[config.mk]
export PLATFORM = sky130hd
export DESIGN_NAME = dual_op_alu
export DESIGN_NICKNAME = d
export VERILOG_FILES = /design/src/rtl/alu2_pkg.sv /design/src/rtl/alu2_addsub.sv /design/src/rtl/alu2_bcd.sv /design/src/rtl/alu2_bitwise.sv /design/src/rtl/dual_op_alu.sv
export SDC_FILE = /design/constraint.sdc
export NUM_CORES = 1
export LEC_CHECK = 0
export BUFFER_PORTS_ARGS = -buffer_cell sky130_fd_sc_hd__buf_4
export CORE_ASPECT_RATIO = 2
export CORE_MARGIN = 10
export CORE_UTILIZATION = 40
export DETAILED_ROUTE_END_ITERATION = 16
export GPL_TIMING_DRIVEN = 0
export PLACE_DENSITY_LB_ADDON = 0.12
export SYNTH_ARGS = -nofsm -noshare
export SYNTH_HDL_FRONTEND = slang
export SYNTH_SLANG_ARGS = --single-unit
[constraint.sdc]
create_clock -name clk -period 11.65 [get_ports clk]
set_input_delay 0.5825 -clock clk [delete_from_list [all_inputs] [get_ports clk]]
set_output_delay 0.5825 -clock clk [all_outputs]
set_load 0.02 [all_outputs]
[src/rtl/alu2_pkg.sv]
package alu2_pkg;
  typedef enum logic [3:0] {
    OPC_MOV  = 4'h4,
    OPC_ADD  = 4'h5,
    OPC_ADDC = 4'h6,
    OPC_SUBC = 4'h7,
    OPC_SUB  = 4'h8,
    OPC_CMP  = 4'h9,
    OPC_DADD = 4'hA,
    OPC_BIT  = 4'hB,
    OPC_BIC  = 4'hC,
    OPC_BIS  = 4'hD,
    OPC_XOR  = 4'hE,
    OPC_AND  = 4'hF
  } opc_e;

  typedef enum logic [1:0] {
    BW_AND = 2'd0,
    BW_CLR = 2'd1,
    BW_SET = 2'd2,
    BW_XOR = 2'd3
  } bw_kind_e;

  typedef struct packed {
    logic n;
    logic z;
    logic c;
    logic v;
  } flags_t;
endpackage

[src/rtl/alu2_addsub.sv]
module alu2_addsub #(
  parameter int DW = 16
) (
  input  logic [DW-1:0] a,
  input  logic [DW-1:0] b,
  input  logic          cin,
  input  logic          byte_op,
  output logic [DW-1:0] sum,
  output logic          cout,
  output logic          ovf
);
  localparam int BW = DW / 2;

  logic [DW:0] wide;
  logic [BW:0] narrow;
  logic        sa, sb, sr;

  assign wide   = {1'b0, a} + {1'b0, b} + {{DW{1'b0}}, cin};
  assign narrow = {1'b0, a[BW-1:0]} + {1'b0, b[BW-1:0]} + {{BW{1'b0}}, cin};

  always_comb begin
    if (byte_op) begin
      sum  = {{(DW-BW){1'b0}}, narrow[BW-1:0]};
      cout = narrow[BW];
      sa   = a[BW-1];
      sb   = b[BW-1];
      sr   = narrow[BW-1];
    end else begin
      sum  = wide[DW-1:0];
      cout = wide[DW];
      sa   = a[DW-1];
      sb   = b[DW-1];
      sr   = wide[DW-1];
    end
    ovf = (sa == sb) && (sr != sa);
  end
endmodule

[src/rtl/alu2_bcd.sv]
module alu2_bcd #(
  parameter int DW = 16
) (
  input  logic [DW-1:0] a,
  input  logic [DW-1:0] b,
  input  logic          cin,
  input  logic          byte_op,
  output logic [DW-1:0] sum,
  output logic          cout
);
  localparam int ND = DW / 4;
  localparam int NB = ND / 2;

  logic [4:0] dsum [ND];
  logic [ND:0] dcy;

  always_comb begin
    dcy[0] = cin;
    sum    = '0;
    for (int k = 0; k < ND; k++) begin
      dsum[k] = {1'b0, a[4*k +: 4]} + {1'b0, b[4*k +: 4]} + {4'd0, dcy[k]};
      if (dsum[k] > 5'd9) begin
        sum[4*k +: 4] = dsum[k][3:0] + 4'd6;
        dcy[k+1]      = 1'b1;
      end else begin
        sum[4*k +: 4] = dsum[k][3:0];
        dcy[k+1]      = 1'b0;
      end
    end
    if (byte_op) begin
      sum[DW-1:4*NB] = '0;
      cout           = dcy[NB];
    end else begin
      cout = dcy[ND];
    end
  end
endmodule

[src/rtl/alu2_bitwise.sv]
module alu2_bitwise #(
  parameter int DW = 16
) (
  input  alu2_pkg::bw_kind_e kind,
  input  logic [DW-1:0]      s,
  input  logic [DW-1:0]      d,
  output logic [DW-1:0]      res
);
  import alu2_pkg::*;

  for (genvar i = 0; i < DW; i++) begin : g_bit
    always_comb begin
      unique case (kind)
        BW_AND:  res[i] = d[i] & s[i];
        BW_CLR:  res[i] = d[i] & ~s[i];
        BW_SET:  res[i] = d[i] | s[i];
        default: res[i] = d[i] ^ s[i];
      endcase
    end
  end
endmodule

[src/rtl/dual_op_alu.sv]
module dual_op_alu #(
  parameter int DW = 16
) (
  input  logic          clk,
  input  logic          rst,
  input  logic          in_valid,
  input  logic [3:0]    op_code,
  input  logic          byte_op,
  input  logic [DW-1:0] src_val,
  input  logic [DW-1:0] dst_val,
  input  logic          carry_in,
  output logic [DW-1:0] result,
  output logic          wr_en,
  output logic          flag_en,
  output logic          flag_n,
  output logic          flag_z,
  output logic          flag_c,
  output logic          flag_v
);
  import alu2_pkg::*;
  localparam int BW = DW / 2;

  opc_e          opc;
  logic          in_group;
  logic          is_sub;
  logic          as_cin;
  logic [DW-1:0] as_b;
  logic [DW-1:0] as_sum;
  logic          as_cout, as_ovf;
  logic [DW-1:0] bcd_sum;
  logic          bcd_cout;
  bw_kind_e      bw_kind;
  logic [DW-1:0] bw_res;
  logic [DW-1:0] raw_res, fin_res;
  logic          do_wr, do_flags;
  logic          r_msb, r_zero, s_msb, d_msb;
  flags_t        nf, fq;

  assign opc      = opc_e'(op_code);
  assign in_group = op_code[3] | op_code[2];
  assign is_sub   = (opc == OPC_SUBC) || (opc == OPC_SUB) || (opc == OPC_CMP);
  assign as_b     = is_sub ? ~src_val : src_val;

  always_comb begin
    unique case (opc)
      OPC_ADD:              as_cin = 1'b0;
      OPC_SUB, OPC_CMP:     as_cin = 1'b1;
      default:              as_cin = carry_in;
    endcase
  end

  alu2_addsub #(.DW(DW)) u_addsub (
    .a(dst_val), .b(as_b), .cin(as_cin), .byte_op(byte_op),
    .sum(as_sum), .cout(as_cout), .ovf(as_ovf)
  );

  alu2_bcd #(.DW(DW)) u_bcd (
    .a(dst_val), .b(src_val), .cin(carry_in), .byte_op(byte_op),
    .sum(bcd_sum), .cout(bcd_cout)
  );

  always_comb begin
    unique case (opc)
      OPC_BIC: bw_kind = BW_CLR;
      OPC_BIS: bw_kind = BW_SET;
      OPC_XOR: bw_kind = BW_XOR;
      default: bw_kind = BW_AND;
    endcase
  end

  alu2_bitwise #(.DW(DW)) u_bitwise (
    .kind(bw_kind), .s(src_val), .d(dst_val), .res(bw_res)
  );

  // Result select and write/flag enables
  always_comb begin
    raw_res  = bw_res;
    do_wr    = 1'b1;
    do_flags = 1'b1;
    case (opc)
      OPC_MOV: begin raw_res = src_val; do_flags = 1'b0; end
      OPC_ADD, OPC_ADDC, OPC_SUBC, OPC_SUB: raw_res = as_sum;
      OPC_CMP: begin raw_res = as_sum; do_wr = 1'b0; end
      OPC_DADD: raw_res = bcd_sum;
      OPC_BIT: do_wr = 1'b0;
      OPC_BIC, OPC_BIS: do_flags = 1'b0;
      OPC_XOR, OPC_AND: ;
      default: begin do_wr = 1'b0; do_flags = 1'b0; end
    endcase
    fin_res = raw_res;
    if (byte_op) fin_res[DW-1:BW] = '0;
  end

  // Flag computation at the selected width
  always_comb begin
    r_msb  = byte_op ? fin_res[BW-1] : fin_res[DW-1];
    s_msb  = byte_op ? src_val[BW-1] : src_val[DW-1];
    d_msb  = byte_op ? dst_val[BW-1] : dst_val[DW-1];
    r_zero = (fin_res == '0);
    nf.n   = r_msb;
    nf.z   = r_zero;
    case (opc)
      OPC_DADD: begin nf.c = bcd_cout; nf.v = 1'b0; end
      OPC_XOR:  begin nf.c = ~r_zero;  nf.v = s_msb & d_msb; end
      OPC_BIT, OPC_AND: begin nf.c = ~r_zero; nf.v = 1'b0; end
      default:  begin nf.c = as_cout;  nf.v = as_ovf; end
    endcase
  end

  always_ff @(posedge clk) begin
    if (rst) begin
      result  <= '0;
      wr_en   <= 1'b0;
      flag_en <= 1'b0;
      fq      <= '0;
    end else begin
      wr_en   <= in_valid & in_group & do_wr;
      flag_en <= in_valid & in_group & do_flags;
      if (in_valid && in_group) result <= fin_res;
      if (in_valid && in_group && do_flags) fq <= nf;
    end
  end

  assign flag_n = fq.n;
  assign flag_z = fq.z;
  assign flag_c = fq.c;
  assign flag_v = fq.v;

  // Flags move only on a cycle that reports a flag update
  p_flags_hold_r8: assert property (@(posedge clk) disable iff (rst)
    !flag_en |-> $stable({flag_n, flag_z, flag_c, flag_v}));

  p_mov_no_flags_r1: assert property (@(posedge clk) disable iff (rst)
    (in_valid && op_code == 4'h4) |=> (wr_en && !flag_en));

  p_cmp_no_write_r4: assert property (@(posedge clk) disable iff (rst)
    (in_valid && op_code == 4'h9) |=> (!wr_en && flag_en));

  p_logic_cv_r6: assert property (@(posedge clk) disable iff (rst)
    (in_valid && (op_code == 4'hB || op_code == 4'hF)) |=> (!flag_v && (flag_c != flag_z)));

  p_xor_c_r7: assert property (@(posedge clk) disable iff (rst)
    (in_valid && op_code == 4'hE) |=> (flag_c != flag_z));

  p_byte_upper_r9: assert property (@(posedge clk) disable iff (rst)
    (in_valid && byte_op && in_group) |=> (result[DW-1:BW] == '0));

  p_idle_r10: assert property (@(posedge clk) disable iff (rst)
    (!in_valid || op_code[3:2] == 2'b00) |=> (!wr_en && !flag_en));

  p_zero_flag_r12: assert property (@(posedge clk) disable iff (rst)
    (flag_en && !byte_op && $past(!byte_op)) |-> (flag_z == (result == '0)));
endmodule

After elaboration in Yosys (flattened, before gate mapping)
Index checks and enable logic that the tools add are counted.
{ "word_totals": {"reg_bits": 22, "input_bits": 41, "out_inout_bits": 22, "word_cells": 183} }
{ "op_classes": {"addsub": 16, "n_lt_le_gt_ge": 4, "eq_ne": 16, "muxes": 41, "bitwise": 87, "reduce_logical": 12} }
{ "op_table": {"columns": ["operator", "n"], "rows": [
  ["1-bit case mux with 3 select lines", 16],
  ["16-bit case mux with 3 select lines", 1],
  ["1-bit bitwise AND", 36],
  ["4-bit == test, second input constant", 8],
  ["16-bit 2-to-1 mux", 2],
  ["4-bit by 4-bit adder with 5-bit output", 4],
  ["5-bit by 1-bit adder with 5-bit output", 4],
  ["5-bit by 4-bit greater-than comparator with 1-bit output, second input constant", 4],
  ["16-bit by 16-bit adder with 17-bit output", 1],
  ["17-bit by 1-bit adder with 17-bit output", 1],
  ["1-bit inverter", 17],
  ["1-bit bitwise OR", 17],
  ["4-bit by 3-bit adder with 4-bit output, second input constant", 4],
  ["4-bit by 3-bit == test with 1-bit output, second input constant", 4],
  ["16-bit zero test", 1],
  ["4-bit 2-to-1 mux", 4],
  ["8-bit 2-to-1 mux", 2],
  ["16-bit inverter", 1],
  ["1-bit XOR", 16],
  ["1-bit 2-to-1 mux", 13],
  ["2-bit case mux with 3 select lines", 2],
  ["10-bit OR reduction", 1],
  ["8-bit by 8-bit adder with 9-bit output", 1],
  ["9-bit by 1-bit adder with 9-bit output", 1],
  ["11 further kinds", 15]
]} }

Depth between registers and ports, before layout
{ "depth": {"word_depth": 19, "mapped_depth": 35, "depth_no_buf": 34} }

Cells and area by module
From an unflattened synthesis, not the netlist that was laid out.
{ "hier_totals": {"hier_cells": 631, "hier_area_um2": 4748.3} }
{ "by_module_without_submodules": {"columns": ["module", "n_inst", "cells_each", "area_per_inst_um2", "seq_area_each_um2"], "rows": [
  ["dual_op_alu", 1, 255, 1776.7, 440.4],
  ["alu2_bitwise", 1, 136, 1079.8, 0.0],
  ["alu2_bcd", 1, 120, 974.7, 0.0],
  ["alu2_addsub", 1, 120, 917.1, 0.0]
]} }

Worst setup path after synthesis
Ideal clock, no wire load.
{ "synth_path": {"path_kind": "input-to-reg", "from": "in src_val[0]", "to": "reg fq (netlist bit flag_z)", "setup_time_ns": 0.060, "arrival_ns": 7.010, "required_ns": 11.590, "setup_slack_ns": 4.580, "cell_stages": 33, "n_path_buf": 0, "cell_sequence": "fa_1 fa_1 xnor2_1 nand2_1 a21oi_1 fa_1 inv_1 fa_1 xor2_1 inv_1 nand2_1 a31oi_1 fa_1 inv_1 fa_1 xor2_1 nor2_1 inv_1 a21oi_1 fa_1 inv_1 fa_1 xor2_1 inv_1 ha_1 nand2_1 o31ai_1 o31a_1 and3_1 o41ai_1 o211ai_1 nor4_1 a32o_1"} }
{ "synth_between": {"elab_chain_cells": 17, "word_cells_on_any_way": 37, "classes_between": "13 x add/sub; 4 x order compare; 13 x mux; 6 x bitwise; 1 x reduce/logical"} }
{ "synth_rtl": {"columns": ["element", "line_no", "source"], "rows": [
  ["start, declared", "dual_op_alu.sv:9", "input logic [DW-1:0] src_val,"],
  ["4-bit by 4-bit adder with 5-bit output", "alu2_bcd.sv:21", "dsum[k] = {1'b0, a[4*k +: 4]} + {1'b0, b[4*k +: 4]} + {4'd0, dcy[k]};"],
  ["5-bit by 1-bit adder with 5-bit output", "alu2_bcd.sv:21", null],
  ["5-bit by 4-bit greater-than comparator with 1-bit output", "alu2_bcd.sv:22", "if (dsum[k] > 5'd9) begin"],
  ["1-bit 2-to-1 mux", "alu2_bcd.sv:22", null],
  ["5-bit by 1-bit adder with 5-bit output", "alu2_bcd.sv:21", null],
  ["5-bit by 4-bit greater-than comparator with 1-bit output", "alu2_bcd.sv:22", null],
  ["1-bit 2-to-1 mux", "alu2_bcd.sv:22", null],
  ["5-bit by 1-bit adder with 5-bit output", "alu2_bcd.sv:21", null],
  ["5-bit by 4-bit greater-than comparator with 1-bit output", "alu2_bcd.sv:22", null],
  ["1-bit 2-to-1 mux", "alu2_bcd.sv:22", null],
  ["5-bit by 1-bit adder with 5-bit output", "alu2_bcd.sv:21", null],
  ["4-bit by 3-bit adder with 4-bit output / 5-bit by 4-bit greater-than comparator with 1-bit output (equally long branches)", "alu2_bcd.sv:23, alu2_bcd.sv:22", null],
  ["4-bit 2-to-1 mux", "alu2_bcd.sv:22", null],
  ["8-bit 2-to-1 mux", "alu2_bcd.sv:30", "if (byte_op) begin"],
  ["16-bit case mux with 3 select lines (*)", "dual_op_alu.sv:80", "case (opc)"],
  ["8-bit 2-to-1 mux", "dual_op_alu.sv:91", "if (byte_op) fin_res[DW-1:BW] = '0;"],
  ["16-bit zero test (*)", "dual_op_alu.sv:99", "r_zero = (fin_res == '0);"],
  ["end signal, assigned", "dual_op_alu.sv:120", "if (in_valid && in_group && do_flags) fq <= nf;"],
  ["end, declared", "dual_op_alu.sv:37", "flags_t nf, fq;"]
]} }
Every way passes the cells marked *; elsewhere a longest branch is shown, timed or not.
A chain may end at the register's enable or synchronous reset.

Final worst setup path
Ends and elaborated chain as after synthesis.

==> impl_metrics.py <==
metrics = {
    "status": {
        "outcome": "completed",
    },
    "global_routing": {
        "overflow": 0,
        "grt_max_degree": 13,
        "grt_pass1_vias": 5445,
        "use_met1": 0.242,
        "gr-usage-met3": 0.0261,
        "antenna_found_initial": 0,
        "grt_pass1_wl_mm": 29.1,
        "grtUsageMet2": 0.412,
        "grt_usage": 0.228,
        "grt.busiest_layer": "met2",
    },
    "worst_setup_path": {
        "worstSetupPathType": "in -> reg",
        "startpoint_type": "input port",
        "end_kind": "flop",
        "cp.arrival_ns": 8.66,
        "cp_max_fo": 5,
        "max_stage_delay_ns": 0.54,
        "crit_required_ns": 11.85,
        "crit_top_cell": "fa_1",
        "cp_slowest_cell": "a31oi_1",
        "path_buf_inv": 7,
        "r2r_setup_slack_ns": 10.47,
        "path_delay_family": "adder cells",
    },
    "sta": {
        "setup_viol_count_final": 0,
        "rsz0062_at_grt": "false",
        "fmax_mhz": 118,
        "worst_pin_slew_ns": 1.12,
        "clock_skew_ns": 0,
        "slew_violations": 0,
        "setup_tns_ns": 0,
        "fin_crit_sh": 0.726,
        "hold_ws_ns": 0.456,
        "post-route-min-period_ns": 8.46,
        "slew_headroom": 0.248,
        "hold_viol": 0,
    },
    "placement": {
        "gp_congestion": 0.973,
        "place_hpwl_mm": 15.8,
        "port_buffers": 62,
        "dp_cells": 856,
    },
    "min_path": {
        "min_path_type": "reg -> reg",
    },
    "clock_network": {
        "post_cts_buffers": 0,
        "root_buffer": "clkbuf_16",
        "cts-htree-levels": 1,
        "ctsLongestPathBuffers": 2,
        "cts_tree": "yes",
        "clock-sinks": 22,
        "hold_buffers": 0,
        "cts.clk_slew.worst_paths_ns": 0.06,
        "clk_latency_ns": 0.26,
        "ctsResizeCount": 0,
        "cts_buffers": 3,
    },
    "detailed_routing": {
        "routedWlPerCell_um": 22.6,
        "dr.first_iter.drc_count": 437,
        "viasPerCell": 6.43,
        "vias": 5528,
        "drtPass1Iterations": 5,
        "wirelength_mm": 19.5,
        "antenna_left": 0,
        "drc_errors": 0,
    },
    "layout": {
        "fin_nets": 817,
        "stdcell_count": 860,
        "finish.utilization": 0.473,
        "area_growth_pct": 15.8,
        "drive_gt1_frac": 0.142,
        "diodes": 0,
    },
    "synth": {
        "ys_top_cells_by_count": "inv_1, a21oi_1, nand2_1",
        "avgSynthCellArea_um2": 7.12,
        "postSynthCellCount": 652,
        "yosys_register_bits": 22,
        "ys_seq_area_frac": 0.0949,
        "ys_types": 74,
        "synth_edf_count": 0,
        "ys_warn_count": 0,
        "async_flop_share": 0,
        "synthesis.nets": 750,
        "synthesis.area_um2": 4640,
        "synth_area_leaders": "ha_1, dfxtp_1, a21oi_1",
        "synth_most_common_cell": "inv_1",
        "synth_top_area_cell": "ha_1",
        "synthFlopType": "dfxtp_1",
        "synth.top_cell.area_share": 0.127,
    },
    "floorplanning": {
        "initial_core_util": 0.409,
        "dieHeight_um": 172,
        "die-area_um2": 16600,
        "die_x_um": 96.2,
        "ios": 63,
        "design.core.area_um2": 11400,
        "fp-row-count": 55,
    },
    "power": {
        "cellInternalPower_mw": 0.250,
        "p_sw_mw": 0.223,
        "p_sw_frac": 0.471,
        "combPwrFrac": 0.657,
        "seqPwrFrac": 0.174,
        "p_per_area_nw_per_um2": 88.0,
        "p_clk_frac": 0.169,
        "peakVddDrop_mv": 0.0995,
        "fin_total_pwr_mw": 0.473,
        "p_leak_nw": 2.29,
    },
    "run": {
        "maxCapViolCount": 0,
    },
}
==> cells by family after synthesis <==
kind of cell               after synthesis  synth area share
DFF                                     22            0.0949
xor gates and xnor gates                23            0.0434
buffers and inverters                   92            0.0766
AOI/OAI and AO/OA                      253             0.378
adders and majority gates               57             0.170
and+or+nand+nor                        202             0.230
muxes                                    3           0.00674
==> path summary, 6_finish.rpt <==
kind                           from                endpoint  cells past startpoint
max                      src_val[0]     flag_z$_SDFFE_PP0P_                     34
min reg2reg  result[6]$_SDFFE_PP0P_  result[6]$_SDFFE_PP0P_                      2
max reg2reg     flag_c$_SDFFE_PP0P_     flag_c$_SDFFE_PP0P_                      4
min          result[6]$_SDFFE_PP0P_  result[6]$_SDFFE_PP0P_                      2
==> power groups by stage <==
stage / clock network, mW / registers, mW / logic [mW]
after floorplan: 0 / 0.0894 / 0.199
after global placement: 0 / 0.0838 / 0.298
after detailed placement: 0 / 0.0840 / 0.304
after CTS: 0.0807 / 0.0824 / 0.305
after global routing: 0.0822 / 0.0828 / 0.338
final: 0.0797 / 0.0823 / 0.311
==> per-layer routing <==
| metal | share of wire | routed length (um) | vias to the layer above |
|---|---|---|---|
| met4 | 0.056 | 1090 | 0 |
| met3 | 0.056 | 1090 | 68 |
| met2 | 0.52 | 10000 | 232 |
| met5 | 0 | 0 | - |
| met1 | 0.37 | 7240 | 2641 |
| li1 | - | - | 2587 |
==> through the flow <==
step                      area, um2  setup WS, ns
after global placement         5280          3.14
final                          5370          3.19
after floorplan                4640          4.58
after detailed placement       5280          3.02
after global routing           5370          2.66
after CTS                      5370          3.21
==> flip-flops by register name, indices dropped and copies added (netlist names) <==
register and count:
flag_n 1, flag_z 1, flag_en 1, flag_v 1, result 16, flag_c 1, wr_en 1
==> placed cells by master (no fill, tap or decap), types with 8 or more instances in the layout <==
cell type  count
buf_2          8
nand2b_1      12
inv_1         59
o21ai_0       43
ha_1          47
a21o_1        14
nand2_1       53
nor2_1        36
clkbuf_1      25
dfxtp_1       22
a31oi_1        9
o31ai_1       16
a21oi_1       56
o211ai_1      10
nor3_1        13
fa_1          10
xnor2_1       19
a211oi_1      10
nand3_1       21
buf_4         62
==> tightest hold or removal path, delay by kind of cell, from the launching register on <==
family / cells / cell delay (ns)
AO/OA/AOI/OAI: 1 / 0.05
flip-flops: 1 / 0.31
AND/OR/NAND/NOR: 1 / 0.05
==> layout make-up <==
type,count,area [um2]
Buffer,33,134
Clock buffer,4,88.8
Fill cell,1181,5980
Inverter,59,221
Multi-Input combinational cell,538,3840
Sequential cell,22,440
Tap cell,142,178
Timing Repair Buffer,62,465
No activity file was read; power rests on OpenSTA's default activity.
